**src/rtl/ep_retry_pkg.sv**
```systemverilog
package ep_retry_pkg;

  // Report codes carried on doneCode
  typedef enum logic {
    CODE_OK  = 1'b0,
    CODE_ERR = 1'b1
  } code_e;

  // Strobes from control to datapath
  typedef struct packed {
    logic loadCfg;
    logic beginXfer;
    logic decCount;
    logic clearCount;
    logic bumpAttempt;
    logic reportOk;
    logic reportErr;
  } strobe_t;

  // Status from datapath to control
  typedef struct packed {
    logic cntIsOne;
    logic cntIsZero;
  } flags_t;

endpackage

```
**src/rtl/ep_retry_ctrl.sv**
```systemverilog
module ep_retry_ctrl
  import ep_retry_pkg::*;
(
  input  logic    clk,
  input  logic    rst_n,
  input  logic    cfgValid,
  input  logic    startValid,
  input  logic    resultValid,
  input  logic    resultPass,
  input  flags_t  flags,
  output strobe_t strb,
  output logic    attemptReq
);

  typedef enum logic {S_IDLE, S_TRY} state_e;
  state_e state, stateNext;

  always_comb begin
    strb         = '0;
    stateNext    = state;
    strb.loadCfg = cfgValid;
    case (state)
      S_IDLE: begin
        if (startValid) begin
          strb.beginXfer = 1'b1;
          stateNext      = S_TRY;
        end
      end
      S_TRY: begin
        if (resultValid) begin
          strb.bumpAttempt = 1'b1;
          if (resultPass) begin
            strb.reportOk = 1'b1;
            stateNext     = S_IDLE;
          end else if (flags.cntIsOne) begin
            // the 1 -> 0 step is the only way to an error
            strb.reportErr  = 1'b1;
            strb.clearCount = 1'b1;
            stateNext       = S_IDLE;
          end else if (!flags.cntIsZero) begin
            strb.decCount = 1'b1;
          end
          // count of zero: no limit, attempt again unchanged
        end
      end
      default: stateNext = S_IDLE;
    endcase
  end

  always_ff @(posedge clk) begin
    if (!rst_n) state <= S_IDLE;
    else        state <= stateNext;
  end

  assign attemptReq = (state == S_TRY);

endmodule

```
**src/rtl/ep_retry_dp.sv**
```systemverilog
module ep_retry_dp
  import ep_retry_pkg::*;
#(
  parameter int NUM_EP      = 4,
  parameter int CNT_W       = 2,
  parameter int ATT_W       = 8,
  parameter int RESET_COUNT = 3,
  parameter int EP_W        = (NUM_EP > 1) ? $clog2(NUM_EP) : 1
) (
  input  logic             clk,
  input  logic             rst_n,
  input  strobe_t          strb,
  input  logic [EP_W-1:0]  cfgEp,
  input  logic [CNT_W-1:0] cfgCount,
  input  logic             cfgIso,
  input  logic [EP_W-1:0]  startEp,
  output flags_t           flags,
  output logic [EP_W-1:0]  curEp,
  output logic             doneValid,
  output logic [EP_W-1:0]  doneEp,
  output logic             doneCode,
  output logic [ATT_W-1:0] doneAttempts
);

  localparam logic [CNT_W-1:0] CNT_ONE   = CNT_W'(1);
  localparam logic [CNT_W-1:0] CNT_RESET = CNT_W'(RESET_COUNT);
  localparam logic [ATT_W-1:0] ATT_MAX   = '1;

  logic [CNT_W-1:0] progCnt [NUM_EP];
  logic [CNT_W-1:0] workCnt [NUM_EP];
  logic [CNT_W-1:0] cfgVal, startVal, curCnt;
  logic [ATT_W-1:0] attempts, attemptsNext;

  // isochronous endpoints are forced to a single attempt
  assign cfgVal   = cfgIso ? CNT_ONE : cfgCount;
  // a write to the starting endpoint in the same cycle is forwarded
  assign startVal = (strb.loadCfg && cfgEp == startEp) ? cfgVal : progCnt[startEp];

  for (genvar e = 0; e < NUM_EP; e++) begin : g_ep
    always_ff @(posedge clk) begin
      if (!rst_n)
        progCnt[e] <= CNT_RESET;
      else if (strb.loadCfg && cfgEp == EP_W'(e))
        progCnt[e] <= cfgVal;
    end

    always_ff @(posedge clk) begin
      if (!rst_n)
        workCnt[e] <= '0;
      else if (strb.beginXfer && startEp == EP_W'(e))
        workCnt[e] <= startVal;
      else if (curEp == EP_W'(e)) begin
        if (strb.decCount)        workCnt[e] <= workCnt[e] - CNT_ONE;
        else if (strb.clearCount) workCnt[e] <= '0;
      end
    end
  end

  assign curCnt          = workCnt[curEp];
  assign flags.cntIsOne  = (curCnt == CNT_ONE);
  assign flags.cntIsZero = (curCnt == '0);

  assign attemptsNext = (attempts == ATT_MAX) ? attempts : attempts + ATT_W'(1);

  always_ff @(posedge clk) begin
    if (!rst_n) begin
      curEp    <= '0;
      attempts <= '0;
    end else if (strb.beginXfer) begin
      curEp    <= startEp;
      attempts <= '0;
    end else if (strb.bumpAttempt) begin
      attempts <= attemptsNext;
    end
  end

  always_ff @(posedge clk) begin
    if (!rst_n) begin
      doneValid    <= 1'b0;
      doneEp       <= '0;
      doneCode     <= CODE_OK;
      doneAttempts <= '0;
    end else begin
      doneValid <= strb.reportOk | strb.reportErr;
      if (strb.reportOk | strb.reportErr) begin
        doneEp       <= curEp;
        doneCode     <= strb.reportErr ? CODE_ERR : CODE_OK;
        doneAttempts <= attemptsNext;
      end
    end
  end

endmodule

```
**src/rtl/ep_retry_engine.sv**
```systemverilog
module ep_retry_engine
  import ep_retry_pkg::*;
#(
  parameter int NUM_EP      = 4,
  parameter int CNT_W       = 2,
  parameter int ATT_W       = 8,
  parameter int RESET_COUNT = 3,
  parameter int EP_W        = (NUM_EP > 1) ? $clog2(NUM_EP) : 1
) (
  input  logic             clk,
  input  logic             rst_n,
  input  logic             cfgValid,
  input  logic [EP_W-1:0]  cfgEp,
  input  logic [CNT_W-1:0] cfgCount,
  input  logic             cfgIso,
  input  logic             startValid,
  input  logic [EP_W-1:0]  startEp,
  output logic             attemptReq,
  output logic [EP_W-1:0]  attemptEp,
  input  logic             resultValid,
  input  logic             resultPass,
  output logic             doneValid,
  output logic [EP_W-1:0]  doneEp,
  output logic             doneCode,
  output logic [ATT_W-1:0] doneAttempts
);

  strobe_t strb;
  flags_t  flags;

  ep_retry_ctrl ctrl_i (
    .clk        (clk),
    .rst_n      (rst_n),
    .cfgValid   (cfgValid),
    .startValid (startValid),
    .resultValid(resultValid),
    .resultPass (resultPass),
    .flags      (flags),
    .strb       (strb),
    .attemptReq (attemptReq)
  );

  ep_retry_dp #(
    .NUM_EP     (NUM_EP),
    .CNT_W      (CNT_W),
    .ATT_W      (ATT_W),
    .RESET_COUNT(RESET_COUNT),
    .EP_W       (EP_W)
  ) dp_i (
    .clk         (clk),
    .rst_n       (rst_n),
    .strb        (strb),
    .cfgEp       (cfgEp),
    .cfgCount    (cfgCount),
    .cfgIso      (cfgIso),
    .startEp     (startEp),
    .flags       (flags),
    .curEp       (attemptEp),
    .doneValid   (doneValid),
    .doneEp      (doneEp),
    .doneCode    (doneCode),
    .doneAttempts(doneAttempts)
  );

endmodule

```
**config.mk**
```make
export PLATFORM = sky130hd
export DESIGN_NAME = ep_retry_engine
export DESIGN_NICKNAME = d
export VERILOG_FILES = /design/src/rtl/ep_retry_pkg.sv /design/src/rtl/ep_retry_ctrl.sv /design/src/rtl/ep_retry_dp.sv /design/src/rtl/ep_retry_engine.sv
export SDC_FILE = /design/constraint.sdc
export NUM_CORES = 1
export LEC_CHECK = 0
export BUFFER_PORTS_ARGS = -buffer_cell sky130_fd_sc_hd__buf_2
export CAP_MARGIN = 20
export CORE_MARGIN = 2
export CORE_UTILIZATION = 57
export DETAILED_ROUTE_END_ITERATION = 8
export MAX_ROUTING_LAYER = met4
export PLACE_DENSITY_LB_ADDON = 0.25
export SYNTH_ARGS = -nofsm -noshare
export SYNTH_HDL_FRONTEND = slang
export SYNTH_SLANG_ARGS = --single-unit
```
**constraint.sdc**
```tcl
create_clock -name clk -period 2.6 [get_ports clk]
set_input_delay 0.13 -clock clk [delete_from_list [all_inputs] [get_ports clk]]
set_output_delay 0.13 -clock clk [all_outputs]
set_load 0.02 [all_outputs]
```
==> key figures, run 1 <==
Status
  • Status: complete, no violations

Clock tree
  • Htree depth: 2
  • Clock transition at path regs: 130 ps
  • Clk sink count: 41
  • Hold-fix buffers, CTS: 0
  • Post-CTS Setup Bufs: 0
  • Cts repair resizes: 0
  • Worst-Skew Late Latency: 360 ps
  • Num CTS Buffers: 5
  • CTS Root Cell: clkbuf_4
  • TritonCTS clock tree: yes
  • Longest Clk Path Bufs: 2

Drt
  • DR vias: 1686
  • Routed wire length: 4110 µm
  • DRC viols: 0
  • Via density: 5.77
  • Number of DRC markers in iteration 0: 107
  • DRT Pass-1 Iters: 6
  • Antenna Nets Post-Route: 0
  • Routed length per placed instance: 14.1 µm

Pwr
  • NetSw: 0.312 mW
  • Clock power frac: 31.9%
  • Leakage: 0.880 nW
  • Seq pwr share: 56.9%
  • Max VDD drop: 0.297 mV
  • Sw Ratio: 24.9%
  • Power per cell area: 546 mW/mm²
  • Internal power: 0.940 mW
  • Comb pwr share: 11.2%

Placed design
  • Placed cell areas: 0.00221 mm²
  • I/O Buffers: 27
  • Gpl congestion: 0.831
  • Pre-CTS setup slack: 402 ps
  • Post-DP HPWL: 3010 µm

Synthesis
  • Total nets after synthesis: 236
  • YS warnings: 0
  • Yosys cell types: 42
  • Post-synth EDFFs: 16
  • FFs w/ async S/R, synth: 0%
  • Post-Syn Area per Cell: 9.38 µm²
  • Netlist Area Pre-Place: 0.00208 mm²
  • Seq cells post-synth: 41
  • Mapped Cells: 222
  • Top FF cell, synth: dfxtp_1
  • Seq/Total Area, Yosys: 47.1%

Setup path
  • Crit Path Max Fanout: 4
  • Arr. time, crit path: 2230 ps
  • Crit end category: flip-flop
  • Startpoint types: flip-flop
  • Class of the most critical setup path: flip-flop to flip-flop
  • CP required: 2590 ps

Global route
  • First-pass GRT wire length: 7330 µm
  • Largest net degree at the start of global routing: 29
  • Initial antenna violation count: 0
  • Total grt overflow: 0
  • Via count of the first global-routing pass: 1614
  • GRT Util Overall: 23.8%

Cells and area
  • Fin util: 67.1%
  • Layout cell share with drive strength beyond 1: 20.3%
  • Final instance area: 0.00229 mm²
  • Commonest non-fill, non-tap cell in the layout: nand2_1
  • Area Overhead vs Synth: 10.1%
  • Commonest non-fill, non-tap cells in the layout: 44 x nand2_1, 27 x buf_2, 25 x dfxtp_1, 17 x nand3_1, 16 x edfxtp_1
  • ANT cells: 0
  • Fillers: 297
  • Nets@finish: 259

Timing
  • Actual slew at the worst max-slew pin: 650 ps
  • Slew HR: 56.1%
  • Fmax achieved: 448 MHz
  • Setup tns final: 0 ps
  • Unrepaired setup endpoints after global routing: false
  • Final Max Tran Viols: 0
  • Final setup viols: 0
  • Final min period: 2230 ps
  • Hold Fails Final Rpt: 0
  • Skew final: 15.0 ps
  • Period utilisation layout: 85.9%
  • WHS: 48.5 ps
  • Post-layout worst setup margin: 366 ps

Hold path
  • Worst Hold Class: primary input to flip-flop

Floorplanning
  • Core area: 0.00342 mm²
  • Die width: 64.5 µm
  • # rows: 21
  • Top Ports: 28
  • Full die area: 0.00415 mm²
  • Starting density of the core: 61.0%
  • Die Height: 64.5 µm

Flow run
  • Max-cap viol count: 0
critical path, stage by stage, from the launching register on:
cell	delay, ps
edfxtp_1	440
mux4_2	520
nand2b_4	170
nand2_1	60
nand3_1	110
o311ai_0	580
layout make-up:
type	count	area (µm²)	share of cell area, %
Multi-Input combinational cell	165	1010	44.1
Clock buffer	7	76.3	3.33
Sequential cell	41	981	42.8
Tap cell	46	57.6	2.51
Clock inverter	1	6.26	0.273
Inverter	3	11.3	0.491
Timing Repair Buffer	29	150	6.55
power by group through the flow:
stage                     logic, mW  clock network, mW  registers, mW
after detailed placement      0.140                  0          0.728
after floorplan              0.0990                  0          0.728
after global routing          0.157              0.439          0.717
final                         0.141              0.399          0.713
after global placement        0.138                  0          0.726
after CTS                     0.141              0.405          0.713
Yosys cell counts (2+ instances only):
cell type  instances  area share, %
a21oi_1           12            2.9
buf_4              2           0.72
o22ai_1            6            1.8
nand2b_1           5            1.5
or3_1              2           0.60
nand3_1           17            4.1
edfxtp_1          16             23
nor3_1             3           0.72
clkbuf_1           7            1.3
xor2_1             7            2.9
nand2_1           44            7.9
or2_2              3           0.90
nor2b_1            4            1.2
a31oi_1            4            1.2
and3_1             2           0.60
o21ai_0           10            2.4
a311oi_1           2           0.84
o311ai_0           2           0.84
mux2i_1            5            2.4
dfxtp_1           25             24
mux4_2             3            3.2
buf_6              3            1.6
inv_1              3           0.54
xnor2_1            2           0.84
nor2_1            13            2.3
o2111ai_1          2           0.84
and4_1             3            1.3
sequential cells by signal (all words and copies together) (netlist names), named ones only:
signal / cells
dp_i.progCnt: 8
dp_i.curEp: 2
dp_i.doneAttempts: 8
dp_i.workCnt: 8
dp_i.doneEp: 2
dp_i.attempts: 8
dp_i.doneValid: 1
dp_i.doneCode: 1
ctrl_i.attemptReq: 1
through the flow:
stage	std cells	power, mW
3_3_place_gp	284	0.865
5_1_grt	292	1.31
6_report	292	1.25
4_1_cts	292	1.26
3_5_place_dp	284	0.867
2_1_floorplan	222	0.827
per-layer routing:
metal | up-vias | part of all wire, % | wire, µm | GRT usage (%)
met4 | 0 | 2.1 | 87 | 11.4
li1 | 849 | - | - | -
met1 | 780 | 48 | 1980 | 33.7
met3 | 9 | 6.3 | 260 | 4.69
met5 | - | 0 | 0 | -
met2 | 48 | 43 | 1770 | 32.8
logic make-up after synthesis:
group           count (synthesis)  share of synthesized area [%]
simple gates                  102                           23.5
compound gates                 43                           13.2
flops                          41                           47.1
buf+inv                        16                           4.38
mux                            10                           7.45
xor+xnor                        9                           3.78
fa+ha+maj                       1                          0.601
path summary, 6_finish.rpt:
check                                     startpoint                    to  slack (ps)  cells after the start
worst min register to register  dp_i.doneAttempts[5]  dp_i.doneAttempts[5]         470                      2
worst max-delay path              dp_i.workCnt[0][1]    dp_i.workCnt[0][0]         370                      5
worst max register to register    dp_i.workCnt[0][1]    dp_i.workCnt[0][0]         370                      5
worst min-delay path                      startValid     ctrl_i.attemptReq          50                      3
No activity file was read; power rests on OpenSTA's default activity.
==> run 2, diff against run 1 <==
--- a/config.mk
+++ b/config.mk
@@ -7,8 +7,9 @@
 export LEC_CHECK = 0
 export BUFFER_PORTS_ARGS = -buffer_cell sky130_fd_sc_hd__buf_2
 export CAP_MARGIN = 20
+export CORE_ASPECT_RATIO = 2
 export CORE_MARGIN = 2
-export CORE_UTILIZATION = 57
+export CORE_UTILIZATION = 55
 export DETAILED_ROUTE_END_ITERATION = 8
 export MAX_ROUTING_LAYER = met4
 export PLACE_DENSITY_LB_ADDON = 0.25
==> run 2 against run 1 <==
Effect of this change:
- core utilization is 1.9 points lower
- sequential power barely moved
- combinational power grew 3%
- routed wire length is 14% higher
- non-clock buffer count is 1 higher
- register-to-register slack better by 80 ps
- global-route usage grew 0.83 points
- final cell count up 1.4%
- via count up 2.4%
- largest cell class unchanged
- largest power group unchanged
==> key figures, run 2 (synthesis gave the netlist of run 1 again) <==
Cells and area
  • Final instance area: 0.00235 mm² (+2.7%)
  • Commonest non-fill, non-tap cells in the layout: 44 x nand2_1, 27 x buf_2, 25 x dfxtp_1, 17 x nand3_1, 16 x edfxtp_1
  • Area Overhead vs Synth: 13.0%
  • Commonest non-fill, non-tap cell in the layout: nand2_1
  • Nets@finish: 260 (+0.39%)
  • ANT cells: 0 (unchanged)
  • Layout cell share with drive strength beyond 1: 20.6% (+0.32 points)
  • Non-Filler Instances: 296 (+1.4%)

Setup path
  • CP Launch Point: dp_i.workCnt[2][1]
  • Slowest cell on the critical path: mux4_2
  • Worst path bufs/invs: 0 (unchanged)
  • CP max stage delay: 530 ps (-50 ps)
  • Worst path cell trace: mux4_2 -> nand2b_4 -> nand2_1 -> nand3_1 -> o311ai_0
  • Arr. time, crit path: 2100 ps (-130 ps)
  • Startpoint types: flip-flop
  • Worst R2R End: dp_i.workCnt[0][0]
  • Crit Path Max Fanout: 4 (unchanged)
  • Class of the most critical setup path: flip-flop to flip-flop
  • R2R Setup Slk: 440 ps (+80 ps)
  • Reg2reg path depth: 5 (unchanged)
  • Crit end category: flip-flop
  • Top cell family by delay on the critical path: multiplexers
  • CP required: 2540 ps (-50 ps)
  • FF-to-FF Start: dp_i.workCnt[2][1]

Global route
  • First-pass GRT wire length: 7520 µm (+2.6%)
  • Via count of the first global-routing pass: 1623 (+0.56%)
  • GRT Util Overall: 24.6% (+0.83 points)
  • Total grt overflow: 0 (unchanged)
  • Initial antenna violation count: 0 (unchanged)
  • Largest net degree at the start of global routing: 17 (-41%)

Clock tree
  • TritonCTS clock tree: yes
  • Clock transition at path regs: 90 ps (-40 ps)
  • Htree depth: 2 (unchanged)
  • Cts repair resizes: 0 (unchanged)
  • Worst-Skew Late Latency: 300 ps (-60 ps)
  • Num CTS Buffers: 5 (unchanged)
  • CTS Root Cell: clkbuf_8
  • Post-CTS Setup Bufs: 0 (unchanged)
  • Longest Clk Path Bufs: 2 (unchanged)
  • Hold-fix buffers, CTS: 0 (unchanged)
  • Clk sink count: 41 (unchanged)

Timing
  • Hold Fails Final Rpt: 0 (unchanged)
  • Final setup viols: 0 (unchanged)
  • Unrepaired setup endpoints after global routing: false
  • Period utilisation layout: 83.0% (-2.9 points)
  • Skew final: 9.05 ps (-5.97 ps)
  • Setup tns final: 0 ps (unchanged)
  • Final Max Tran Viols: 0 (unchanged)
  • Actual slew at the worst max-slew pin: 537 ps (-112 ps)
  • Fmax achieved: 463 MHz (+3.5%)
  • Slew HR: 63.7% (+7.6 points)
  • Final min period: 2160 ps (-75.0 ps)

Floorplanning
  • Full die area: 0.00433 mm² (+4.1%)
  • Die Height: 91.0 µm (+41%)
  • # rows: 31 (+48%)
  • Core area: 0.00361 mm² (+5.6%)
  • Top Ports: 28 (unchanged)
  • Die width: 47.5 µm (-26%)
  • Starting density of the core: 57.8% (-3.2 points)

Drt
  • Via density: 5.83 (+1.0%)
  • Antenna Nets Post-Route: 0 (unchanged)
  • DR vias: 1727 (+2.4%)
  • Routed length per placed instance: 15.8 µm (+13%)
  • Number of DRC markers in iteration 0: 42 (-61%)
  • Routed wire length: 4690 µm (+14%)
  • DRC viols: 0 (unchanged)
  • DRT Pass-1 Iters: 4 (-2)

Placed design
  • Dpl cells: 288 (+1.4%)
  • I/O Buffers: 27 (unchanged)
  • Placed cell areas: 0.00222 mm² (+0.51%)
  • Gpl congestion: 0.933 (+12%)
  • Post-DP HPWL: 3570 µm (+18%)

Hold path
  • Hold Crit Depth: 3 (unchanged)
  • Hold Path Origin: startValid
  • Hold Path End: ctrl_i.attemptReq
  • Worst Hold Class: primary input to flip-flop

Flow run
  • Max-cap viol count: 0 (unchanged)

Pwr
  • Power per cell area: 613 mW/mm² (+12%)
  • Max VDD drop: 0.751 mV (+150%)
  • Leakage: 0.905 nW (+2.9%)

Status
  • Status: complete, no violations
-- run 2: changes by cell type in the layout (fill, tap and decap cells not counted), sizes merged --
cell    delta
clkbuf     -1
buf        +1
bufinv     +1
-- run 2: worst register-to-register path, delay by kind of cell, from the launching register on --
kind            cells  cell delay, ps
compound gates      1             490
flops               1             420
mux                 1             530
simple gates        3             350
-- run 2: power by group --
group | internal [mW] | switching, mW | leakage (nW)
Clock | 0.348 | 0.236 | 0.0669
Sequential | 0.693 | 0.0201 | 0.365
Combinational | 0.0568 | 0.0884 | 0.473
Total | 1.10 | 0.345 | 0.905
-- run 2: layer usage --
layer	GRT usage, %	routed length, µm	up-vias
li1	-	-	854
met1	26.9	1790	823
met2	41.9	2630	39
met3	2.98	134	11
met4	10.2	136	0
met5	-	0	-
-- run 2: area by class of cell --
type	count	area, µm²
Fill cell	332	1250
Multi-Input combinational cell	165	1010
Sequential cell	41	981
Timing Repair Buffer	30	158
Clock buffer	6	93.8
Tap cell	49	61.3
Clock inverter	2	38.8
Inverter	3	11.3
-- run 2: through the flow --
step | power [mW] | util [%] | worst slack (ps) | hold slack, ps
6_report | 1.44 | 65.3 | 441 | 117
5_1_grt | 1.49 | 65.3 | 345 | 119
4_1_cts | 1.44 | 65.3 | 441 | 116
3_5_place_dp | 0.872 | 61.6 | 467 | 440
3_3_place_gp | 0.870 | 61.6 | 534 | 447
2_1_floorplan | 0.827 | - | 640 | 278
-- run 2: worst max-delay path by stage --
stage / end / slack, ps / cells past startpoint
floorplan: dp_i.workCnt[0][0] / 640 / 5
global placement: dp_i.workCnt[0][1] / 530 / 5
detailed placement: dp_i.workCnt[0][0] / 470 / 5
CTS: dp_i.workCnt[0][0] / 440 / 5
global route: dp_i.workCnt[2][0] / 350 / 5
finish: dp_i.workCnt[0][0] / 440 / 5
==> run 3, diff against run 2 <==
==> constraint.sdc (replaced) <==
create_clock -name clk -period 2.17 [get_ports clk]
set_input_delay 0.1085 -clock clk [delete_from_list [all_inputs] [get_ports clk]]
set_output_delay 0.1085 -clock clk [all_outputs]
set_load 0.02 [all_outputs]
==> run 3 against run 2 <==
Effect of this change:
- count of clock-buffer cells in the layout increased by 1
- global-route usage rose by 0.29 points
- flip-flop and latch count unchanged
- clock skew down 4.6 ps
- routed wire length shrank 0.90%
- core utilization is essentially flat
- sequential power increased by 20%
- fmax grew 5.8%
- largest power group unchanged
==> key figures, run 3 (synthesis gave the netlist of run 1 again) <==
Status
  • Status: complete, no violations

Setup path
  • Worst path bufs/invs: 0 (unchanged)
  • CP max stage delay: 550 ps (+20 ps)
  • Crit Path Max Fanout: 4 (unchanged)
  • Crit end category: flip-flop
  • Arr. time, crit path: 2010 ps (-90 ps)
  • CP required: 2130 ps (-410 ps)
  • FF-to-FF Start: dp_i.workCnt[3][1]
  • Startpoint types: flip-flop
  • Slowest cell on the critical path: mux4_2
  • Worst path cell trace: mux4_2 -> nand2b_4 -> nand2_1 -> nand3_1 -> o311ai_1
  • Class of the most critical setup path: flip-flop to flip-flop
  • CP Launch Point: dp_i.workCnt[3][1]
  • Top cell family by delay on the critical path: multiplexers

Cells and area
  • Area Overhead vs Synth: 13.0% (about the same)
  • Layout cell share with drive strength beyond 1: 20.9% (+0.24 points)
  • Commonest non-fill, non-tap cells in the layout: 44 x nand2_1, 27 x buf_2, 25 x dfxtp_1, 17 x nand3_1, 16 x edfxtp_1
  • Non-Filler Instances: 298 (+0.68%)
  • Commonest non-fill, non-tap cell in the layout: nand2_1
  • ANT cells: 0 (unchanged)
  • Nets@finish: 262 (+0.77%)

Timing
  • Hold Fails Final Rpt: 0 (unchanged)
  • Slew HR: 73.7% (+10 points)
  • Unrepaired setup endpoints after global routing: false
  • Fmax achieved: 490 MHz (+5.8%)
  • WHS: 95.8 ps (-20.9 ps)
  • Final setup viols: 0 (unchanged)
  • Period utilisation layout: 94.1% (+11 points)
  • Final Max Tran Viols: 0 (unchanged)
  • Actual slew at the worst max-slew pin: 392 ps (-146 ps)
  • Skew final: 4.47 ps (-4.57 ps)
  • Final min period: 2040 ps (-118 ps)
  • Setup tns final: 0 ps (unchanged)

Clock tree
  • Longest Clk Path Bufs: 2 (unchanged)
  • Clock transition at path regs: 80 ps (about the same)
  • CTS Root Cell: clkbuf_8
  • Num CTS Buffers: 5 (unchanged)
  • Clk sink count: 41 (unchanged)
  • Post-CTS Setup Bufs: 0 (unchanged)
  • Hold-fix buffers, CTS: 0 (unchanged)
  • Htree depth: 2 (unchanged)
  • Worst-Skew Late Latency: 290 ps (about the same)
  • TritonCTS clock tree: yes

Drt
  • Routed length per placed instance: 15.6 µm (-1.6%)
  • DR vias: 1720 (-0.41%)
  • Number of DRC markers in iteration 0: 58 (+38%)
  • DRT Pass-1 Iters: 4 (unchanged)
  • Via density: 5.77 (-1.1%)
  • Antenna Nets Post-Route: 0 (unchanged)
  • Routed wire length: 4650 µm (-0.90%)
  • DRC viols: 0 (unchanged)

Global route
  • Total grt overflow: 0 (unchanged)
  • Initial antenna violation count: 0 (unchanged)
  • Largest net degree at the start of global routing: 21 (+4)
  • Via count of the first global-routing pass: 1660 (+2.3%)
  • First-pass GRT wire length: 7480 µm (-0.56%)
  • GRT Util Overall: 24.9% (+0.29 points)

Floorplanning
  • Top Ports: 28 (unchanged)
  • Full die area: 0.00433 mm² (unchanged)
  • # rows: 31 (unchanged)
  • Starting density of the core: 57.8% (unchanged)
  • Die width: 47.5 µm (unchanged)
  • Core area: 0.00361 mm² (unchanged)
  • Die Height: 91.0 µm (unchanged)

Placed design
  • Gpl congestion: 0.824 (-12%)
  • Post-DP HPWL: 3590 µm (+0.65%)
  • I/O Buffers: 27 (unchanged)
  • Dpl cells: 290 (+0.69%)

Pwr
  • Max VDD drop: 0.779 mV (+3.7%)
  • Leakage: 0.908 nW (+0.29%)
  • Power per cell area: 709 mW/mm² (+16%)

Flow run
  • Max-cap viol count: 0 (unchanged)

Hold path
  • Worst Hold Class: primary input to flip-flop
  • Hold Path Origin: startValid
## run 3: changes by cell type in the layout (fill, tap and decap cells not counted), sizes merged
cell,change
buf,+2
clkbuf,+1
inv,-1
## run 3: per-layer routing
metal	track usage (%)	up-vias	part of all wire, %	wire length (µm)
li1	-	853	-	-
met1	25.1	808	37	1740
met2	43.0	50	56	2620
met3	4.37	9	3.3	155
met4	11.1	0	2.8	131
met5	-	-	0	0
## run 3: what timing repair did
| action | in CTS | in global routing |
|---|---|---|
| setup endpoints to repair | 0 | 4 |
| gates resized for setup | 0 | 2 |
| hold endpoints to repair | 0 | 0 |
## run 3: metrics by stage
stage / total power [mW] / cell area, µm² / utilization, % / worst slack (ps)
after floorplan: 0.991 / 2080 / - / 210
after global placement: 1.04 / 2240 / 62.0 / 100
after detailed placement: 1.05 / 2240 / 62.0 / 18.8
after CTS: 1.67 / 2350 / 65.2 / 7.85
after global routing: 1.73 / 2350 / 65.2 / 34.5
final: 1.67 / 2350 / 65.2 / 129
## run 3: area by class of cell
type	count	area, µm²
repair buffers	32	173
clock inverters	1	30.0
multi-input cells	165	1010
fillers	331	1250
well taps	49	61.3
clock buffers	7	86.3
flip-flops and latches	41	981
inverters	3	11.3
## run 3: tightest hold or removal path: stages
cell     delay, ps
buf_2          100
o21ai_0         70
nor2_1          70
## run 3: worst paths after layout
check             cells past startpoint              endpoint  slack, ps
setup / recovery                      5    dp_i.workCnt[2][0]        130
hold reg to reg                       2  dp_i.doneAttempts[7]        460
hold / removal                        3     ctrl_i.attemptReq        100
setup reg to reg                      5    dp_i.workCnt[2][0]        130
## run 3: report_power, final
part           leakage, nW  internal (mW)  switching (mW)
registers            0.365          0.831          0.0225
logic                0.484         0.0710           0.106
clock network       0.0585          0.375           0.264
